===== src/rtl/bmlt_pkg.sv =====
package bmlt_pkg;
  localparam int unsigned LAT_W_DEF     = 8;
  localparam int unsigned FIXED_LSB_DEF = 2;

  function automatic logic [LAT_W_DEF-1:0] keep_mask(input int unsigned fixed_lsb);
    logic [LAT_W_DEF-1:0] m;
    for (int i = 0; i < LAT_W_DEF; i++) m[i] = (i >= fixed_lsb);
    return m;
  endfunction
endpackage


===== src/rtl/bmlt_lat_reg.sv =====
module bmlt_lat_reg #(
  parameter int unsigned LAT_W     = bmlt_pkg::LAT_W_DEF,
  parameter int unsigned FIXED_LSB = bmlt_pkg::FIXED_LSB_DEF
) (
  input  logic             clk,
  input  logic             rst_n,
  input  logic             we,
  input  logic [LAT_W-1:0] wdata,
  output logic [LAT_W-1:0] lat_q
);
  logic [LAT_W-1:0] wval;

  generate
    if (FIXED_LSB == 0) begin : g_full
      assign wval = wdata;
    end else begin : g_masked
      assign wval = {wdata[LAT_W-1:FIXED_LSB], {FIXED_LSB{1'b0}}};
    end
  endgenerate

  // Only the hard reset clears the stored length; the soft reset never reaches here.
  always_ff @(posedge clk or negedge rst_n) begin
    if (!rst_n)  lat_q <= '0;
    else if (we) lat_q <= wval;
  end
endmodule


===== src/rtl/bmlt_tenure_cnt.sv =====
module bmlt_tenure_cnt #(
  parameter int unsigned LAT_W = bmlt_pkg::LAT_W_DEF
) (
  input  logic             clk,
  input  logic             rst_n,
  input  logic             soft_rst,
  input  logic             frame,
  input  logic [LAT_W-1:0] lat_val,
  output logic [LAT_W-1:0] count,
  output logic             tenure,
  output logic             cnt_zero
);
  logic [LAT_W-1:0] cnt_q, cnt_d;
  logic             frame_q;
  logic             start;

  assign start = frame && !frame_q;

  always_comb begin
    if (!frame)             cnt_d = '0;
    else if (start)         cnt_d = lat_val;
    else if (cnt_q != '0)   cnt_d = cnt_q - 1'b1;
    else                    cnt_d = '0;
  end

  always_ff @(posedge clk or negedge rst_n) begin
    if (!rst_n) begin
      cnt_q   <= '0;
      frame_q <= 1'b0;
    end else if (soft_rst) begin
      cnt_q   <= '0;
      frame_q <= 1'b0;
    end else begin
      cnt_q   <= cnt_d;
      frame_q <= frame;
    end
  end

  assign count    = cnt_q;
  assign tenure   = frame_q;
  assign cnt_zero = (cnt_q == '0);
endmodule


===== src/rtl/bmlt_release.sv =====
module bmlt_release (
  input  logic tenure,
  input  logic cnt_zero,
  input  logic frame,
  input  logic gnt,
  output logic expired,
  output logic must_release
);
  assign expired      = tenure && cnt_zero;
  assign must_release = frame && !gnt && expired;
endmodule


===== src/rtl/bmlt_timer.sv =====
module bmlt_timer #(
  parameter int unsigned LAT_W     = bmlt_pkg::LAT_W_DEF,
  parameter int unsigned FIXED_LSB = bmlt_pkg::FIXED_LSB_DEF
) (
  input  logic             clk,
  input  logic             rst_n,
  input  logic             soft_rst,
  input  logic             lat_we,
  input  logic [LAT_W-1:0] lat_wdata,
  input  logic             frame,
  input  logic             gnt,
  output logic [LAT_W-1:0] count,
  output logic             expired,
  output logic             must_release
);
  logic [LAT_W-1:0] lat_q;
  logic             tenure_q;
  logic             cnt_zero;

  bmlt_lat_reg #(.LAT_W(LAT_W), .FIXED_LSB(FIXED_LSB)) u_lat (
    .clk(clk), .rst_n(rst_n), .we(lat_we), .wdata(lat_wdata), .lat_q(lat_q)
  );

  bmlt_tenure_cnt #(.LAT_W(LAT_W)) u_cnt (
    .clk(clk), .rst_n(rst_n), .soft_rst(soft_rst), .frame(frame),
    .lat_val(lat_q), .count(count), .tenure(tenure_q), .cnt_zero(cnt_zero)
  );

  bmlt_release u_rel (
    .tenure(tenure_q), .cnt_zero(cnt_zero), .frame(frame), .gnt(gnt),
    .expired(expired), .must_release(must_release)
  );
endmodule


===== config.mk =====
export PLATFORM = sky130hd
export DESIGN_NAME = bmlt_timer
export DESIGN_NICKNAME = d
export VERILOG_FILES = /design/src/rtl/bmlt_pkg.sv /design/src/rtl/bmlt_lat_reg.sv /design/src/rtl/bmlt_tenure_cnt.sv /design/src/rtl/bmlt_release.sv /design/src/rtl/bmlt_timer.sv
export SDC_FILE = /design/constraint.sdc
export NUM_CORES = 1
export LEC_CHECK = 0
export BUFFER_PORTS_ARGS = -buffer_cell sky130_fd_sc_hd__clkbuf_2
export CORE_MARGIN = 5
export CORE_UTILIZATION = 45
export DETAILED_ROUTE_END_ITERATION = 6
export GPL_TIMING_DRIVEN = 1
export PLACE_DENSITY = 0.84
export SYNTH_ARGS = -nofsm -noshare
export SYNTH_HDL_FRONTEND = slang
export SYNTH_SLANG_ARGS = --single-unit
export TNS_END_PERCENT = 20

===== constraint.sdc =====
create_clock -name clk -period 3.7 [get_ports clk]
set_input_delay 0.185 -clock clk [delete_from_list [all_inputs] [get_ports clk]]
set_output_delay 0.185 -clock clk [all_outputs]
set_load 0.02 [all_outputs]

==> metrics <==
reg2reg path depth 4; Gate power share between 20% and 30%; nature of the critical path endpoint output pin; Critical Path End must_release; Fin. Hold Viols 0; RSZ-0062 raised after global routing no; CTS tree yes; I/O Pins 24; core area 1520 sq um; vias per inst about 5; DRC Markers 0; CTS sink cnt 15; Crit path required time 3.51 ns; die height just over 50 microns; Tmin final roughly 2.2 ns; worst setup margin 1.51 ns; Net Count, Synth 83; Final Non-Filler Cells roughly 110; final period utilization 59.2%; pwr dens between 300 and 400 nW/um^2; flops & latches, synth 15; Clock Tree Buf Depth 2; Yosys cell types 22; Post-synth ARST share 100%; synth cell count leaders dfrtp_1 (15), nor2_1 (8), nand2_1 (7), mux2_2 (6), inv_1 (5); Layout Area Growth over Synthesis 21.5%; placed cell count around 100; CP max FO 5; port buffer count 21; status finished clean; Routed WL 1330 microns; global route overflow 0; Initial Util between 40% and 50%; fill count between 100 and 150; crit path kind flip-flop to output pin; setup TNS 0 ns; fin. max-slew vios 0; routed length per placed instance approximately 12 microns; crit path launch u_cnt.count[3]$_DFF_PN0_; Slew @ Worst Pin 0.473 ns; VDD IR max roughly 200 uV; share of the synthesized area in the top cell type between 50% and 60%; predominant post-synthesis flop cell dfrtp_1; Final Cell Area about 900 sq um; postcts setup bufs 0; ratio of cells with drive above 1 in the final layout 39.1%; clk slew on worst S/H paths roughly 0.08 ns; Setup Skew ~0.0016 ns; warnings from Yosys 0; Final Wtd Congestion roughly 0.73; Die X 50.3 microns; final setup fails 0; die footprint roughly 2500 sq um; Final ANT Viol Nets 0; Worst R2R Start u_cnt.count[3]$_DFF_PN0_; Placed Area approximately 850 sq um; Post-Syn Area about 730 sq um; HPWL after detailed placement ~1100 microns; Slew HR between 60% and 70%; top-count cell post-synth dfrtp_1; reg2reg end u_cnt.count[3]$_DFF_PN0_; Clk pwr share around 25%; CP Launch Type flip-flop; clk root buf clkbuf_4; Seq/Total Area, Yosys about half; cell internal pwr about 0.00025 W; largest area contributor in the netlist dfrtp_1; via count 541; number of global-route vias before repair roughly 590; Hold WC Path Type input pin to flip-flop; largest cells by area after synthesis dfrtp_1 (51%), mux2_2 (9.2%), xor2_1 (4.8%), nor2_1 (4.1%), nand2_1 (3.6%); EDFF count, synth 0; r2r setup slk between 1.5 and 2 ns; Leak 0.462 nW; Nets 109; initial antenna violation count 0; CP Data Arrival Time 2.00 ns; Total GRT Usage 12.6%; CTS HTree Levels 1; share of total power in sequential cells around 53%; DRT Pass-1 Iters 3; pre-CTS WS between 1.5 and 2 ns; Post-Syn Area per Cell 10.9 sq um; global-route wire length before repair between 2000 and 2500 microns; Num CTS Buffers 3; NetSw slightly below 0.0001 W; initial DRC count 7; Mapped Cells 67; worst-skew pair later-pin latency around 0.27 ns; maxcap violations 0; Diodes inserted 0; FP Rows 14; Achievable Freq 457 MHz; largest net degree at the start of global routing 16; sw frac about 28%
-- metrics by stage --
step / util [%] / hold WS (ns) / total power, W
3_5_place_dp: 56.0 / 0.104 / 0.000265
2_1_floorplan: - / -0.111 / 0.000240
3_3_place_gp: 56.0 / 0.102 / 0.000262
4_1_cts: 58.4 / 0.137 / 0.000354
5_1_grt: 58.4 / 0.123 / 0.000375
6_report: 58.4 / 0.140 / 0.000350
-- power groups by stage --
stage / clock, W / sequential, W / combinational, W
detailed placement: 0 / 0.000189 / 0.0000762
global route: 0.000103 / 0.000187 / 0.0000857
global placement: 0 / 0.000188 / 0.0000737
CTS: 0.0000908 / 0.000186 / 0.0000777
floorplan: 0 / 0.000192 / 0.0000479
finish: 0.0000890 / 0.000185 / 0.0000759
-- worst min path at each step --
stage,endpoint,startpoint,depth (start not counted),slack [ns]
floorplan,u_cnt.count[0]$_DFF_PN0_,rst_n,0,-0.11
global placement,u_lat.lat_q[7]$_DFFE_PN0P_,rst_n,1,0.10
detailed placement,u_cnt.tenure$_DFF_PN0_,rst_n,1,0.10
CTS,u_lat.lat_q[4]$_DFFE_PN0P_,lat_wdata[4],2,0.14
global route,u_lat.lat_q[4]$_DFFE_PN0P_,lat_wdata[4],2,0.12
finish,u_lat.lat_q[6]$_DFFE_PN0P_,lat_wdata[6],2,0.14
-- metal layers --
layer,vias to the layer above,track usage (%),part of all wire (%),wire (microns)
met4,0,7.66,1.3,17
met1,249,13.8,43,573
met2,13,22.0,50,666
met3,2,2.66,5.5,73
li1,277,-,-,-
met5,-,0,0,0
-- timing repair --
item,CTS,global route
setup endpoints to repair,0,0
hold endpoints to repair,15,0
resized for setup,0,0
hold buffers,1,0
-- cell families (layout without fill, tap and decap cells) --
logic type / Yosys count / count (layout) / synth area share [%]
and+or+nand+nor: 26 / 26 / 21.2
muxes: 6 / 6 / 9.23
DFF: 15 / 15 / 51.3
xor gates and xnor gates: 5 / 5 / 5.98
AOI/OAI and AO/OA: 7 / 7 / 5.81
adders and majority gates: 2 / 2 / 3.42
buffers and inverters: 6 / 31 / 3.08
-- registers in the layout, indices dropped and copies added, names as in the netlist --
name / count
u_cnt.count: 8
u_lat.lat_q: 6
u_cnt.tenure: 1
-- critical path, stage by stage, from the launching register on --
cell      delay [ns]
dfrtp_1         0.43
or4_4           0.54
or3_4           0.42
nor4_2          0.14
clkbuf_2        0.20
-- layout by cell type (no fill, tap or decap) --
master and count:
clkbuf_2 21, dfrtp_1 15, nor2_1 8, nand2_1 7, mux2_2 6, inv_1 5, xor2_1 4, nand2b_1 3
o21ai_1 3, clkbuf_4 3, nand3_1 2, ha_1 2, or4_4 1, or3_4 1, nand3_4 1, nor3_1 1
o21ai_2 1, xnor2_1 1, a21oi_1 1, o21ai_0 1, and4bb_2 1, a221oi_1 1, nor4_2 1, clkbuf_1 1
dlygate4sd3_1 1
-- final cells by class --
| cell class | instances | area (sq um) | share of cell area (%) |
|---|---|---|---|
| clock buffers | 4 | 26.3 | 2.95 |
| inverters | 5 | 18.8 | 2.11 |
| multi-input cells | 46 | 334 | 37.6 |
| flip-flops and latches | 15 | 375 | 42.2 |
| well taps | 16 | 20.0 | 2.25 |
| repair buffers | 22 | 115 | 12.9 |
Note: power is estimated with default switching activity, not from simulation.
